$ cat src/rtl/abort_perm_gate_pkg.sv
// Package: shared response kind for the abort and permission gate.
// Assumes: one response at most per cycle.
package abort_perm_gate_pkg;
    typedef enum logic [1:0] {
        RSP_NONE = 2'd0,
        RSP_OK   = 2'd1,
        RSP_SYS  = 2'd2,
        RSP_PORT = 2'd3
    } rsp_kind_e;
endpackage

$ cat src/rtl/gate_perm_check.sv
// Module: gate_perm_check
// Decides from the debug enables and the protection field whether a
// master transaction may be started. Purely combinational.
// Assumes: bit NS_BIT of the protection field is 1 for non-secure.
module gate_perm_check #(
    parameter int PROT_W = 3,
    parameter int NS_BIT = 1
) (
    input  logic [PROT_W-1:0] prot_i,
    input  logic              dbg_en_i,
    input  logic              sec_dbg_en_i,
    output logic              permitted_o
);
    logic non_secure;

    // Extract the security attribute of the request
    assign non_secure  = prot_i[NS_BIT];
    // Secure requests additionally need the secure debug enable
    assign permitted_o = dbg_en_i & (non_secure | sec_dbg_en_i);
endmodule

$ cat src/rtl/gate_xfer_tracker.sv
// Module: gate_xfer_tracker
// Holds the transfer-in-progress bit and the "access waiting on master"
// flag, and classifies each event into a response kind.
// Assumes: the register bus issues no new access while one is waiting,
// and mst_done only arrives while a transfer is outstanding.
module gate_xfer_tracker
    import abort_perm_gate_pkg::*;
(
    input  logic      clk,
    input  logic      rst_n,
    input  logic      acc_start_i,
    input  logic      acc_write_i,
    input  logic      acc_launch_i,
    input  logic      permitted_i,
    input  logic      abort_i,
    input  logic      done_i,
    input  logic      err_i,
    output logic      launch_o,
    output logic      busy_o,
    output rsp_kind_e rsp_o
);
    logic busy_q;
    logic wait_q;
    logic busy_hit;

    // An access the port must refuse because a transfer is still draining
    assign busy_hit = busy_q & (acc_write_i | acc_launch_i);

    // Classify the current cycle into a launch and/or a response
    always_comb begin
        launch_o = 1'b0;
        rsp_o    = RSP_NONE;
        if (acc_start_i) begin
            if (busy_hit) begin
                rsp_o = RSP_PORT;
            end else if (acc_launch_i && !permitted_i) begin
                rsp_o = RSP_PORT;
            end else if (acc_launch_i) begin
                launch_o = 1'b1;
            end else begin
                rsp_o = RSP_OK;
            end
        end else if (wait_q) begin
            if (done_i) begin
                rsp_o = err_i ? RSP_SYS : RSP_OK;
            end else if (abort_i) begin
                rsp_o = RSP_PORT;
            end
        end
    end

    // Track outstanding master transfer and waiting register access
    always_ff @(posedge clk) begin
        if (!rst_n) begin
            busy_q <= 1'b0;
            wait_q <= 1'b0;
        end else if (launch_o) begin
            busy_q <= 1'b1;
            wait_q <= 1'b1;
        end else begin
            if (done_i) begin
                busy_q <= 1'b0;
            end
            if (wait_q && !acc_start_i && (done_i || abort_i)) begin
                wait_q <= 1'b0;
            end
        end
    end

    assign busy_o = busy_q;
endmodule

$ cat src/rtl/gate_resp_reg.sv
// Module: gate_resp_reg
// Registers the response kind onto the register bus completion outputs.
// Assumes: err_from_ap is only meaningful together with an error.
module gate_resp_reg
    import abort_perm_gate_pkg::*;
(
    input  logic      clk,
    input  logic      rst_n,
    input  rsp_kind_e rsp_i,
    output logic      done_o,
    output logic      err_o,
    output logic      ap_o
);
    // Present the classified response one cycle after its event
    always_ff @(posedge clk) begin
        if (!rst_n) begin
            done_o <= 1'b0;
            err_o  <= 1'b0;
            ap_o   <= 1'b0;
        end else begin
            done_o <= (rsp_i != RSP_NONE);
            err_o  <= (rsp_i == RSP_SYS) || (rsp_i == RSP_PORT);
            ap_o   <= (rsp_i == RSP_PORT);
        end
    end
endmodule

$ cat src/rtl/abort_perm_gate.sv
// Module: abort_perm_gate (top)
// Gates register bus accesses onto a memory-mapped master. It refuses
// accesses locally when debug permission is missing or when a transfer
// is still draining after an abort, and labels the source of each error.
// Assumes: synchronous active-low reset, one register access at a time.
module abort_perm_gate
    import abort_perm_gate_pkg::*;
#(
    parameter int PROT_W = 3,
    parameter int NS_BIT = 1
) (
    input  logic              clk,
    input  logic              rst_n,
    input  logic              acc_start,
    input  logic              acc_write,
    input  logic              acc_launch,
    input  logic [PROT_W-1:0] acc_prot,
    input  logic              dbg_en,
    input  logic              sec_dbg_en,
    input  logic              abort_req,
    input  logic              mst_done,
    input  logic              mst_err,
    output logic              mst_launch,
    output logic              xfer_busy,
    output logic              acc_done,
    output logic              acc_err,
    output logic              err_from_ap
);
    logic      permitted;
    rsp_kind_e rsp_kind;

    // Permission decision from the debug enables
    gate_perm_check #(.PROT_W(PROT_W), .NS_BIT(NS_BIT)) u_perm (
        .prot_i       (acc_prot),
        .dbg_en_i     (dbg_en),
        .sec_dbg_en_i (sec_dbg_en),
        .permitted_o  (permitted)
    );

    // Outstanding-transfer tracking and event classification
    gate_xfer_tracker u_track (
        .clk          (clk),
        .rst_n        (rst_n),
        .acc_start_i  (acc_start),
        .acc_write_i  (acc_write),
        .acc_launch_i (acc_launch),
        .permitted_i  (permitted),
        .abort_i      (abort_req),
        .done_i       (mst_done),
        .err_i        (mst_err),
        .launch_o     (mst_launch),
        .busy_o       (xfer_busy),
        .rsp_o        (rsp_kind)
    );

    // Registered completion onto the register bus
    gate_resp_reg u_resp (
        .clk    (clk),
        .rst_n  (rst_n),
        .rsp_i  (rsp_kind),
        .done_o (acc_done),
        .err_o  (acc_err),
        .ap_o   (err_from_ap)
    );
endmodule

$ cat config.mk
export PLATFORM = sky130hd
export DESIGN_NAME = abort_perm_gate
export DESIGN_NICKNAME = d
export VERILOG_FILES = /design/src/rtl/abort_perm_gate_pkg.sv /design/src/rtl/gate_perm_check.sv /design/src/rtl/gate_xfer_tracker.sv /design/src/rtl/gate_resp_reg.sv /design/src/rtl/abort_perm_gate.sv
export SDC_FILE = /design/constraint.sdc
export NUM_CORES = 1
export LEC_CHECK = 0
export BUFFER_PORTS_ARGS = -buffer_cell sky130_fd_sc_hd__buf_2
export CORE_AREA = 4 4 41 43
export DETAILED_ROUTE_END_ITERATION = 16
export DIE_AREA = 0 0 45 47
export MAX_ROUTING_LAYER = met4
export PLACE_DENSITY = 0.46
export SLEW_MARGIN = 10
export SYNTH_ARGS = -nofsm -noshare
export SYNTH_HDL_FRONTEND = slang
export SYNTH_SLANG_ARGS = --single-unit
$ cat constraint.sdc
create_clock -name clk -period 1.29 [get_ports clk]
set_input_delay 0.0645 -clock clk [delete_from_list [all_inputs] [get_ports clk]]
set_output_delay 0.0645 -clock clk [all_outputs]
set_load 0.005 [all_outputs]
==> Flow_metrics.wiki, run 1 <==
{| class="wikitable"
! Metric !! Value
|-
| Outcome || finished clean
|-
| Synth Warn # || 0
|-
| Number of buffers added by the clock tree synthesis step || 3
|-
| Grt met2 use || 0.0791
|-
| Relative max-transition margin || 0.816
|-
| Remaining Overflow, GRT || 0
|-
| Clock tree root driver cell || sky130_fd_sc_hd__clkbuf_4
|-
| Worst supply voltage drop on vdd || 0.000394 V
|-
| Antenna Diode Count || 0
|-
| CTS-repair resized insts || 0
|-
| Sequential share of the synthesized area || 0.386
|-
| Initial Utilization || 0.199
|-
| Actual slew at the worst max-slew pin || 0.276 ns
|-
| Net count, final || 58
|-
| Worst-path cell with the longest stage delay || sky130_fd_sc_hd__dfxtp_1
|-
| Part of the power in the clock network || 0.443
|-
| Post-route clock period utilization || 0.900
|-
| Total power after layout || 0.401 mW
|-
| Post-DRT Antenna Nets || 0
|-
| Synthesized Nets || 38
|-
| Syn Inst Count || 25
|-
| Wire length per cell || 9.20 µm
|-
| Busiest metal layer after global routing || met2
|-
| Flip-flop and latch count after synthesis || 5
|-
| Clock latency on the worst-skew pair || 0.24 ns
|-
| Critical path data required time || 1.23 ns
|-
| Startpoint type of the worst setup path || register
|-
| Fin Clk Skew || 0.00228 ns
|-
| Pwr per Cell Area || 1060 nW/µm²
|-
| Horizontal extent of the die || 45 µm
|-
| Max stage delay on crit path || 0.32 ns
|-
| Met1 Use GR || 0.0644
|-
| Port Buf Inserts || 15
|-
| MaxCap Viol Count || 0
|-
| Reg2Reg Capture Point || u_resp.ap_o
|-
| Area of the die || 2120 µm²
|-
| Number of cells on the critical path || 3
|-
| Fraction of power spent switching nets || 0.228
|-
| Initial DRC Count || 3
|-
| Fill cell total of the finished layout || 142
|-
| Setup TNS || 0 ns
|-
| Maximum number of pins on one net before global-route repair || 6
|-
| Number of endpoints with negative hold slack in the final report || 0
|-
| Flop-to-flop setup slack || 0.29 ns
|-
| Buffering stage count on the worst path with inverters included || 1
|-
| Register-to-Register Path Depth || 3
|-
| CP startpoint || u_track.busy_o
|-
| Launch instance of the worst register-to-register path || u_track.busy_o
|-
| Boundary Pins || 18
|-
| Post-synthesis area per instance || 10.4 µm²
|-
| Worst min-delay path class || input port to register
|-
| Top area cells in the synthesized netlist || sky130_fd_sc_hd__dfxtp_1 (39%), sky130_fd_sc_hd__nor3_4 (6.3%), sky130_fd_sc_hd__nand2_1 (5.8%)
|-
| Vias in the first global route || 208
|-
| Internal Dissipation || 0.310 mW
|-
| Static Leak || 0.193 nW
|-
| Number of antenna violations at the first check in global routing || 0
|-
| Number of DRC violations after detailed routing || 0
|-
| Fraction of layout instances using a drive strength above 1 || 0.568
|-
| Wire length after detailed routing || 543 µm
|-
| End of the critical path || mst_launch
|-
| Area share of the largest cell type after synthesis || 0.386
|-
| Placeable Area || 1300 µm²
|-
| Global-route total usage across every layer || 0.0606
|-
| Setup CP Type || register to output port
|-
| Cell area after technology mapping || 259 µm²
|-
| TritonCTS clock tree || yes
|-
| Total via count in the routed design || 239
|-
| Wire length of the first global-routing pass || 807 µm
|-
| Global routing usage on met3 || 0.0575
|-
| Total net switching power || 0.0916 mW
|-
| Netlist cell types || 18
|-
| Number of slew-limit violations in the final report || 0
|-
| CTS Buffer Depth || 2
|-
| Fin crit period || 1.16 ns
|-
| Signal arrival time at the worst endpoint || 1.10 ns
|-
| Half-perimeter wire length after placement || 478 µm
|-
| Largest delay share family, worst path || simple AND/OR/NAND/NOR gates
|-
| Worst Path Max Fanout || 5
|-
| Chain of cells forming the critical path || nand2b_4 > nor3_4 > buf_2
|-
| Y dimension of the die || 47 µm
|-
| Dominant cell type by area after synthesis || sky130_fd_sc_hd__dfxtp_1
|-
| Average vias per placed instance || 4.05
|-
| Kind of end point of the critical path || output port
|-
| Layout area overhead || 46.4%
|-
| Share of total power in sequential cells || 0.411
|-
| Number of core rows || 13
|-
| Setup-violating endpoint count in the final report || 0
|-
| Area of the multi-input gates || 155 µm²
|-
| Post-CTS clock slew at the launch and capture registers of the worst setup and hold paths || 0.04 ns
|-
| Logic pwr share || 0.146
|-
| Gp weighted congestion || 0.684
|-
| Clock net sink count || 5
|-
| Unrepaired setup endpoints after global routing || no
|-
| Clock H-tree levels || 1
|-
| Number of detailed-route iterations in the first pass || 2
|-
| Area taken by flip-flops and latches || 100 µm²
|-
| Fmax || 862 MHz
|}
-- synthesized netlist by cell type --
library cell,count
sky130_fd_sc_hd__dfxtp_1,5
sky130_fd_sc_hd__nand2_1,4
sky130_fd_sc_hd__a211oi_2,1
sky130_fd_sc_hd__a21o_2,1
sky130_fd_sc_hd__a31oi_1,1
sky130_fd_sc_hd__and2b_2,1
sky130_fd_sc_hd__inv_1,1
sky130_fd_sc_hd__mux2_1,1
sky130_fd_sc_hd__nand2b_4,1
sky130_fd_sc_hd__nand3_2,1
sky130_fd_sc_hd__nor2_2,1
sky130_fd_sc_hd__nor2b_1,1
sky130_fd_sc_hd__nor3_4,1
sky130_fd_sc_hd__o2111ai_1,1
sky130_fd_sc_hd__o211a_1,1
sky130_fd_sc_hd__o21a_1,1
sky130_fd_sc_hd__o31ai_1,1
sky130_fd_sc_hd__or2_1,1
-- per-layer routing --
layer / share of wire / up-vias / wire length (µm)
li1: - / 128 / -
met2: 0.46 / 11 / 249
met1: 0.41 / 100 / 221
met3: 0.13 / 0 / 72
met5: 0 / - / 0
met4: 0 / 0 / 0
-- worst reg2reg max path, cell delays in order (launching register included) --
cell and delay [ns]:
sky130_fd_sc_hd__dfxtp_1 0.36, sky130_fd_sc_hd__nand2b_4 0.15, sky130_fd_sc_hd__o2111ai_1 0.17, sky130_fd_sc_hd__a211oi_2 0.23
-- layout make-up --
cell class,count,area share
Clock buffer,4,0.0693
Inverter,1,0.00990
Multi-Input combinational cell,19,0.409
Sequential cell,5,0.264
Tap cell,15,0.0495
Timing Repair Buffer,15,0.198
-- sequential cells by signal, indices dropped and copies added, names as in the netlist --
name            cells
u_resp.ap_o         1
u_resp.done_o       1
u_resp.err_o        1
u_track.busy_o      1
u_track.wait_q      1
-- layout by cell type (no fill, tap or decap), types with 3 or more instances in the layout --
cell type                  count
sky130_fd_sc_hd__dfxtp_1       5
sky130_fd_sc_hd__nand2_1       4
sky130_fd_sc_hd__clkbuf_4      3
sky130_fd_sc_hd__buf_2        15
-- through the flow --
stage / area [µm²] / util / setup WS, ns / hold slack [ns] / cells
floorplan: 259 / - / 0.345 / 0.182 / 25
global placement: 353 / 0.271 / 0.306 / 0.356 / 55
detailed placement: 353 / 0.271 / 0.291 / 0.354 / 55
CTS: 379 / 0.291 / 0.0441 / 0.0989 / 59
global route: 379 / 0.291 / 0.0411 / 0.0986 / 59
finish: 379 / 0.291 / 0.129 / 0.101 / 59
-- repair_timing --
| item | CTS | global route |
|---|---|---|
| buffers inserted | 0 | 0 |
| setup endpoints to repair | 0 | 1 |
| hold buffers | 0 | 0 |
-- power groups by stage --
stage	clock network, mW	logic [mW]	registers [mW]
floorplan	0	0.0281	0.168
global placement	0	0.0596	0.168
detailed placement	0	0.0597	0.168
CTS	0.185	0.0597	0.165
global route	0.203	0.0650	0.165
finish	0.178	0.0587	0.165
-- how the worst min path moves through the flow --
stage | start | endpoint | slack (ns) | cells after the start
4_1_cts | rst_n | u_track.busy_o | 0.1 | 2
3_3_place_gp | rst_n | u_track.wait_q | 0.36 | 2
5_1_grt | rst_n | u_track.busy_o | 0.1 | 2
6_report | rst_n | u_track.busy_o | 0.10 | 2
3_5_place_dp | rst_n | u_track.busy_o | 0.35 | 2
2_1_floorplan | rst_n | u_track.busy_o | 0.18 | 1
-- kinds of logic after synthesis --
logic type / share of synthesized area
buffers and inverters: 0.0145
and+or+nand+nor: 0.319
DFF: 0.386
muxes: 0.0435
AOI/OAI and AO/OA: 0.237
Note: power is estimated with default switching activity, not from simulation.
==> inputs of run 2 (changes only) <==
--- a/config.mk
+++ b/config.mk
@@ -6,11 +6,13 @@
 export NUM_CORES = 1
 export LEC_CHECK = 0
 export BUFFER_PORTS_ARGS = -buffer_cell sky130_fd_sc_hd__buf_2
+export CELL_PAD_IN_SITES_DETAIL_PLACEMENT = 1
+export CELL_PAD_IN_SITES_GLOBAL_PLACEMENT = 1
 export CORE_AREA = 4 4 41 43
 export DETAILED_ROUTE_END_ITERATION = 16
 export DIE_AREA = 0 0 45 47
 export MAX_ROUTING_LAYER = met4
-export PLACE_DENSITY = 0.46
+export PLACE_DENSITY = 0.59
 export SLEW_MARGIN = 10
 export SYNTH_ARGS = -nofsm -noshare
 export SYNTH_HDL_FRONTEND = slang
==> Flow_metrics.wiki, run 2 (synthesis gave the netlist of run 1 again) <==
{| class="wikitable"
! Metric !! Value
|-
| Outcome || finished clean (unchanged)
|-
| Unrepaired setup endpoints after global routing || no (unchanged)
|-
| Setup CP Type || register to output port (unchanged)
|-
| Number of core rows || 13 (unchanged)
|-
| Chain of cells forming the critical path || nand2b_4 > nor3_4 > buf_2 (unchanged)
|-
| Worst-path cell with the longest stage delay || sky130_fd_sc_hd__dfxtp_1 (unchanged)
|-
| Clock H-tree levels || 1 (unchanged)
|-
| Clock net sink count || 5 (unchanged)
|-
| Most frequent standard cell in the layout excluding fill and tap cells || sky130_fd_sc_hd__buf_2 (unchanged)
|-
| Gp weighted congestion || 0.721 (was 0.684)
|-
| Worst min-delay path class || input port to register (unchanged)
|-
| Total via count in the routed design || 261 (was 239)
|-
| Area of the multi-input gates || 155 µm² (unchanged)
|-
| Antenna Diode Count || 0 (unchanged)
|-
| CTS Buffer Depth || 2 (unchanged)
|-
| Internal Dissipation || 0.310 mW (about the same)
|-
| Number of detailed-route iterations in the first pass || 2 (unchanged)
|-
| Flop-to-flop setup slack || 0.31 ns (was 0.29 ns)
|-
| Total power after layout || 0.405 mW (was 0.401 mW)
|-
| Fraction of power spent switching nets || 0.234 (was 0.228)
|-
| Pwr per Cell Area || 1070 nW/µm² (was 1060 nW/µm²)
|-
| Average vias per placed instance || 4.42 (was 4.05)
|-
| Layout area overhead || 46.4% (unchanged)
|-
| Part of the power in the clock network || 0.446 (was 0.443)
|-
| Post-CTS clock slew at the launch and capture registers of the worst setup and hold paths || 0.04 ns (about the same)
|-
| Worst Path Max Fanout || 5 (unchanged)
|-
| Logic pwr share || 0.146 (about the same)
|-
| Post-layout utilization of the core || 0.291 (unchanged)
|-
| Post-DRT Antenna Nets || 0 (unchanged)
|-
| Fin Clk Skew || 0.00128 ns (was 0.00228 ns)
|-
| Static Leak || 0.193 nW (unchanged)
|-
| Fmax || 862 MHz (about the same)
|-
| Net count, final || 58 (unchanged)
|-
| TritonCTS clock tree || yes (unchanged)
|-
| Area taken by flip-flops and latches || 100 µm² (unchanged)
|-
| Number of antenna violations at the first check in global routing || 0 (unchanged)
|-
| Max stage delay on crit path || 0.32 ns (about the same)
|-
| Y dimension of the die || 47 µm (unchanged)
|-
| Vias in the first global route || 262 (was 208)
|-
| Reg2Reg Capture Point || u_resp.ap_o (unchanged)
|-
| Worst hold path startpoint || rst_n (unchanged)
|-
| Maximum number of pins on one net before global-route repair || 6 (unchanged)
|-
| Signal arrival time at the worst endpoint || 1.10 ns (about the same)
|-
| Placeable Area || 1300 µm² (unchanged)
|-
| Setup-violating endpoint count in the final report || 0 (unchanged)
|-
| Critical path data required time || 1.23 ns (about the same)
|-
| Area of the die || 2120 µm² (unchanged)
|-
| Remaining Overflow, GRT || 0 (unchanged)
|-
| Largest delay share family, worst path || simple AND/OR/NAND/NOR gates (unchanged)
|-
| Global-route total usage across every layer || 0.0760 (was 0.0606)
|-
| Post-route clock period utilization || 0.899 (was 0.900)
|-
| Startpoint type of the worst setup path || register (unchanged)
|-
| Share of total power in sequential cells || 0.408 (was 0.411)
|-
| Worst hold path cell count || 2 (unchanged)
|-
| Kind of end point of the critical path || output port (unchanged)
|-
| Half-perimeter wire length after placement || 513 µm (was 478 µm)
|-
| Hold Path End || u_track.busy_o (unchanged)
|-
| Initial DRC Count || 1 (was 3)
|-
| Total net switching power || 0.0945 mW (was 0.0916 mW)
|-
| Fill cell total of the finished layout || 164 (was 142)
|-
| Wire length of the first global-routing pass || 979 µm (was 807 µm)
|-
| Clock latency on the worst-skew pair || 0.24 ns (about the same)
|-
| Top library cells by usage in the layout, fill and taps aside || sky130_fd_sc_hd__buf_2 (15), sky130_fd_sc_hd__dfxtp_1 (5), sky130_fd_sc_hd__nand2_1 (4) (unchanged)
|-
| Setup TNS || 0 ns (unchanged)
|-
| Number of DRC violations after detailed routing || 0 (unchanged)
|-
| Horizontal extent of the die || 45 µm (unchanged)
|-
| Wire length per cell || 9.83 µm (was 9.20 µm)
|-
| Relative max-transition margin || 0.830 (was 0.816)
|-
| Port Buf Inserts || 15 (unchanged)
|-
| Wire length after detailed routing || 580 µm (was 543 µm)
|-
| Worst supply voltage drop on vdd || 0.000410 V (was 0.000394 V)
|-
| Number of buffers added by the clock tree synthesis step || 3 (unchanged)
|-
| MaxCap Viol Count || 0 (unchanged)
|-
| Launch instance of the worst register-to-register path || u_track.busy_o (unchanged)
|-
| Number of slew-limit violations in the final report || 0 (unchanged)
|-
| Buffering stage count on the worst path with inverters included || 1 (unchanged)
|-
| Number of endpoints with negative hold slack in the final report || 0 (unchanged)
|-
| Fin crit period || 1.16 ns (about the same)
|-
| Hold Buf Count CTS || 0 (unchanged)
|-
| Fraction of layout instances using a drive strength above 1 || 0.568 (unchanged)
|-
| Actual slew at the worst max-slew pin || 0.255 ns (was 0.276 ns)
|-
| Clock tree root driver cell || sky130_fd_sc_hd__clkbuf_4 (unchanged)
|-
| Total setup buffers inserted after CTS || 0 (unchanged)
|-
| Boundary Pins || 18 (unchanged)
|-
| Register-to-Register Path Depth || 3 (unchanged)
|-
| CTS-repair resized insts || 0 (unchanged)
|-
| Initial Utilization || 0.199 (unchanged)
|}
==> run 2: cell counts in the layout (fill, tap and decap cells not counted) <==
Identical to the previous run, type by type.
==> run 2: worst max-delay path by stage <==
stage	from	to	slack, ns	cells after the start
floorplan	u_track.busy_o	u_resp.done_o	0.35	3
global placement	u_track.busy_o	u_resp.ap_o	0.30	3
detailed placement	u_track.busy_o	u_resp.ap_o	0.30	3
CTS	u_track.busy_o	mst_launch	0.04	3
global route	u_track.busy_o	mst_launch	0.03	3
finish	u_track.busy_o	mst_launch	0.13	3
==> run 2: through the flow <==
stage / area [µm²] / instances / worst slack (ns) / hold WS, ns
finish: 379 / 59 / 0.130 / 0.0982
global route: 379 / 59 / 0.0298 / 0.0829
CTS: 379 / 59 / 0.0362 / 0.0882
detailed placement: 353 / 55 / 0.301 / 0.353
global placement: 353 / 55 / 0.299 / 0.358
floorplan: 259 / 25 / 0.345 / 0.182
==> run 2: layout make-up <==
| class | instances | share of cell area |
|---|---|---|
| clock buffers | 4 | 0.0693 |
| inverters | 1 | 0.00990 |
| multi-input cells | 19 | 0.409 |
| flip-flops and latches | 5 | 0.264 |
| well taps | 15 | 0.0495 |
| repair buffers | 15 | 0.198 |
==> run 2: routing by layer <==
metal  up-vias  GRT usage  routed length (µm)
li1        130          -                   -
met1       118     0.0595                 189
met2        11      0.113                 305
met3         2     0.0690                  74
met4         0     0.0526                  11
met5         -          -                   0
==> run 2: power groups by stage <==
| stage | clock, mW | sequential [mW] | combinational, mW |
|---|---|---|---|
| floorplan | 0 | 0.168 | 0.0281 |
| global placement | 0 | 0.168 | 0.0598 |
| detailed placement | 0 | 0.168 | 0.0601 |
| CTS | 0.192 | 0.165 | 0.0602 |
| global route | 0.216 | 0.166 | 0.0667 |
| finish | 0.181 | 0.165 | 0.0590 |
==> inputs of run 3 (changes only) <==
--- a/config.mk
+++ b/config.mk
@@ -12,7 +12,7 @@
 export DETAILED_ROUTE_END_ITERATION = 16
 export DIE_AREA = 0 0 45 47
 export MAX_ROUTING_LAYER = met4
-export PLACE_DENSITY = 0.59
+export PLACE_DENSITY = 0.66
 export SLEW_MARGIN = 10
 export SYNTH_ARGS = -nofsm -noshare
 export SYNTH_HDL_FRONTEND = slang
==> constraint.sdc (replaced) <==
create_clock -name clk -period 0.98 [get_ports clk]
set_input_delay 0.049 -clock clk [delete_from_list [all_inputs] [get_ports clk]]
set_output_delay 0.049 -clock clk [all_outputs]
set_load 0.005 [all_outputs]
==> Flow_metrics.wiki, run 3 (synthesis gave the netlist of run 1 again) <==
{| class="wikitable"
! Metric !! Value
|-
| Number of antenna violations at the first check in global routing || 0 (unchanged)
|-
| Remaining Overflow, GRT || 0 (unchanged)
|-
| Share of total power in sequential cells || 0.403 (was 0.408)
|-
| Clock tree root driver cell || sky130_fd_sc_hd__clkbuf_4 (unchanged)
|-
| Number of slew-limit violations in the final report || 0 (unchanged)
|-
| Global-route total usage across every layer || 0.0735 (was 0.0760)
|-
| Y dimension of the die || 47 µm (unchanged)
|-
| Internal Dissipation || 0.413 mW (was 0.310 mW)
|-
| Vias in the first global route || 252 (was 262)
|-
| End of the critical path || mst_launch (unchanged)
|-
| Number of core rows || 13 (unchanged)
|-
| Fin Clk Skew || 0.00478 ns (was 0.00128 ns)
|-
| Worst slack, placed || -0.0224 ns (was 0.301 ns)
|-
| Register-to-Register Path Depth || 3 (unchanged)
|-
| CTS Buffer Depth || 2 (unchanged)
|-
| Fmax || 966 MHz
|-
| Post-route clock period utilization || 1.06
|-
| Fraction of power spent switching nets || 0.234 (about the same)
|-
| Fill cell total of the finished layout || 170 (was 164)
|-
| Startpoint type of the worst setup path || register (unchanged)
|-
| TritonCTS clock tree || yes (unchanged)
|-
| Area of the multi-input gates || 163 µm² (was 155 µm²)
|-
| Part of the power in the clock network || 0.439 (was 0.446)
|-
| Flop-to-flop setup slack || 0.01 ns (was 0.31 ns)
|-
| Port Buf Inserts || 15 (unchanged)
|-
| Reg2Reg Capture Point || u_resp.ap_o (unchanged)
|-
| Number of endpoints with negative hold slack in the final report || 0 (unchanged)
|-
| Total via count in the routed design || 267 (was 261)
|-
| Unrepaired setup endpoints after global routing || yes (was no)
|-
| Fraction of layout instances using a drive strength above 1 || 0.652 (was 0.568)
|-
| M1 WL || 238 µm (was 189 µm)
|-
| Number of cells on the critical path || 3 (unchanged)
|-
| Post-layout utilization of the core || 0.310 (was 0.291)
|-
| Met2 wire length || 310 µm (was 305 µm)
|-
| Clock net sink count || 5 (unchanged)
|-
| Area of the die || 2120 µm² (unchanged)
|-
| Wire length on met3 || 72 µm (was 74 µm)
|-
| Hold Buf Count CTS || 0 (unchanged)
|-
| CP startpoint || u_track.busy_o (unchanged)
|-
| Number of DRC violations after detailed routing || 0 (unchanged)
|-
| Number of detailed-route iterations in the first pass || 2 (unchanged)
|-
| Kind of end point of the critical path || output port (unchanged)
|-
| Top layer used by detailed routing || met4 (unchanged)
|-
| Placeable Area || 1300 µm² (unchanged)
|-
| Wire length per cell || 10.4 µm (was 9.83 µm)
|-
| Actual slew at the worst max-slew pin || 0.315 ns (was 0.255 ns)
|-
| Initial Utilization || 0.199 (unchanged)
|-
| Top library cells by usage in the layout, fill and taps aside || sky130_fd_sc_hd__buf_2 (15), sky130_fd_sc_hd__nand2_1 (4), sky130_fd_sc_hd__dfxtp_1 (4) (was sky130_fd_sc_hd__buf_2 (15), sky130_fd_sc_hd__dfxtp_1 (5), sky130_fd_sc_hd__nand2_1 (4))
|-
| Layout area overhead || 55.6% (was 46.4%)
|-
| Antenna Diode Count || 0 (unchanged)
|-
| Number of buffers added by the clock tree synthesis step || 3 (unchanged)
|-
| Worst supply voltage drop on vdd || 0.000396 V (was 0.000410 V)
|-
| Signal arrival time at the worst endpoint || 0.99 ns (was 1.10 ns)
|-
| Boundary Pins || 18 (unchanged)
|-
| Maximum number of pins on one net before global-route repair || 6 (unchanged)
|-
| Post-Place Cell Area || 353 µm² (unchanged)
|-
| MaxCap Viol Count || 0 (unchanged)
|-
| Average vias per placed instance || 4.38 (was 4.42)
|-
| Fin crit period || 1.04 ns
|-
| Setup-violating endpoint count in the final report || 1 (was 0)
|-
| Total net switching power || 0.126 mW (was 0.0945 mW)
|-
| Net count, final || 60 (was 58)
|-
| Initial DRC Count || 2 (was 1)
|-
| Max stage delay on crit path || 0.32 ns (about the same)
|-
| Violations in the final reports || setup timing
|-
| Fin worst setup slack || -0.0556 ns (was 0.130 ns)
|-
| Wire length after detailed routing || 632 µm (was 580 µm)
|-
| Worst Path Max Fanout || 3 (was 5)
|-
| Chain of cells forming the critical path || nand2b_4 > nor3_4 > buf_2 (unchanged)
|-
| Relative max-transition margin || 0.789 (was 0.830)
|-
| Buffering stage count on the worst path with inverters included || 1 (unchanged)
|-
| Pwr per Cell Area || 1340 nW/µm² (was 1070 nW/µm²)
|-
| Post-CTS clock slew at the launch and capture registers of the worst setup and hold paths || 0.04 ns (about the same)
|-
| Gp weighted congestion || 0.736 (was 0.721)
|-
| Worst min-delay path class || input port to register (unchanged)
|-
| Setup CP Type || register to output port (unchanged)
|-
| Outcome || complete, but fails checks (was finished clean)
|-
| Wire length of the first global-routing pass || 993 µm (was 979 µm)
|-
| Logic pwr share || 0.158 (was 0.146)
|-
| Worst-path cell with the longest stage delay || sky130_fd_sc_hd__dfxtp_2 (was sky130_fd_sc_hd__dfxtp_1)
|-
| Horizontal extent of the die || 45 µm (unchanged)
|-
| Largest delay share family, worst path || flip-flops (was simple AND/OR/NAND/NOR gates)
|-
| Post-DRT Antenna Nets || 0 (unchanged)
|-
| Launch instance of the worst register-to-register path || u_track.busy_o (unchanged)
|-
| Finished layout cell area || 403 µm² (was 379 µm²)
|-
| Clock latency on the worst-skew pair || 0.24 ns (about the same)
|-
| Most frequent standard cell in the layout excluding fill and tap cells || sky130_fd_sc_hd__buf_2 (unchanged)
|-
| Static Leak || 0.206 nW (was 0.193 nW)
|-
| Area taken by flip-flops and latches || 101 µm² (was 100 µm²)
|-
| Clock H-tree levels || 1 (unchanged)
|-
| Critical path data required time || 0.93 ns (was 1.23 ns)
|}
[run 3: cell types whose count changed in the layout (fill, tap and decap cells not counted)]
| cell | before | now |
|---|---|---|
| sky130_fd_sc_hd__buf_4 | 0 | 2 |
| sky130_fd_sc_hd__dfxtp_1 | 5 | 4 |
| sky130_fd_sc_hd__dfxtp_2 | 0 | 1 |
| sky130_fd_sc_hd__nor2b_1 | 1 | 0 |
| sky130_fd_sc_hd__nor2b_2 | 0 | 1 |
| sky130_fd_sc_hd__o31ai_1 | 1 | 0 |
| sky130_fd_sc_hd__o31ai_2 | 0 | 1 |
[run 3: area by class of cell]
cell class,instances,share of cell area
multi-input cells,19,0.404
flip-flops and latches,5,0.252
repair buffers,17,0.224
clock buffers,4,0.0652
well taps,15,0.0466
inverters,1,0.00932
[run 3: metrics by stage]
stage | hold slack [ns] | TNS [ns] | power, mW | instances
after global routing | 0.0887 | -0.241 | 0.582 | 61
after CTS | 0.0692 | -0.0576 | 0.550 | 61
after detailed placement | 0.339 | -0.0425 | 0.300 | 55
after floorplan | 0.166 | 0 | 0.259 | 25
final | 0.0748 | -0.0556 | 0.539 | 61
after global placement | 0.340 | -0.00506 | 0.298 | 55
[run 3: per-layer routing]
layer	global-route usage	vias up
li1	-	132
met1	0.0774	121
met2	0.0989	12
met3	0.0460	2
met4	0.0526	0
met5	-	-
[run 3: power by group through the flow]
stage,Combinational (mW),Sequential (mW),Clock (mW)
floorplan,0.0370,0.222,0
global placement,0.0778,0.220,0
detailed placement,0.0792,0.221,0
CTS,0.0841,0.217,0.248
global route,0.0952,0.218,0.269
finish,0.0854,0.217,0.237
[run 3: repair_timing]
item | CTS | global route
setup buffers | 2 | 0
gates resized for setup | 1 | 2
endpoints found under the setup margin | 5 | 6
pin swaps | 1 | 0
[run 3: how the worst min path moves through the flow]
stage                     start              to  cells past startpoint  slack, ns
final                     rst_n  u_track.busy_o                      2       0.07
after CTS                 rst_n  u_track.busy_o                      2       0.07
after global routing      rst_n  u_track.busy_o                      2       0.09
after detailed placement  rst_n  u_track.busy_o                      2       0.34
after floorplan           rst_n  u_track.busy_o                      1       0.17
after global placement    rst_n  u_track.busy_o                      2       0.34
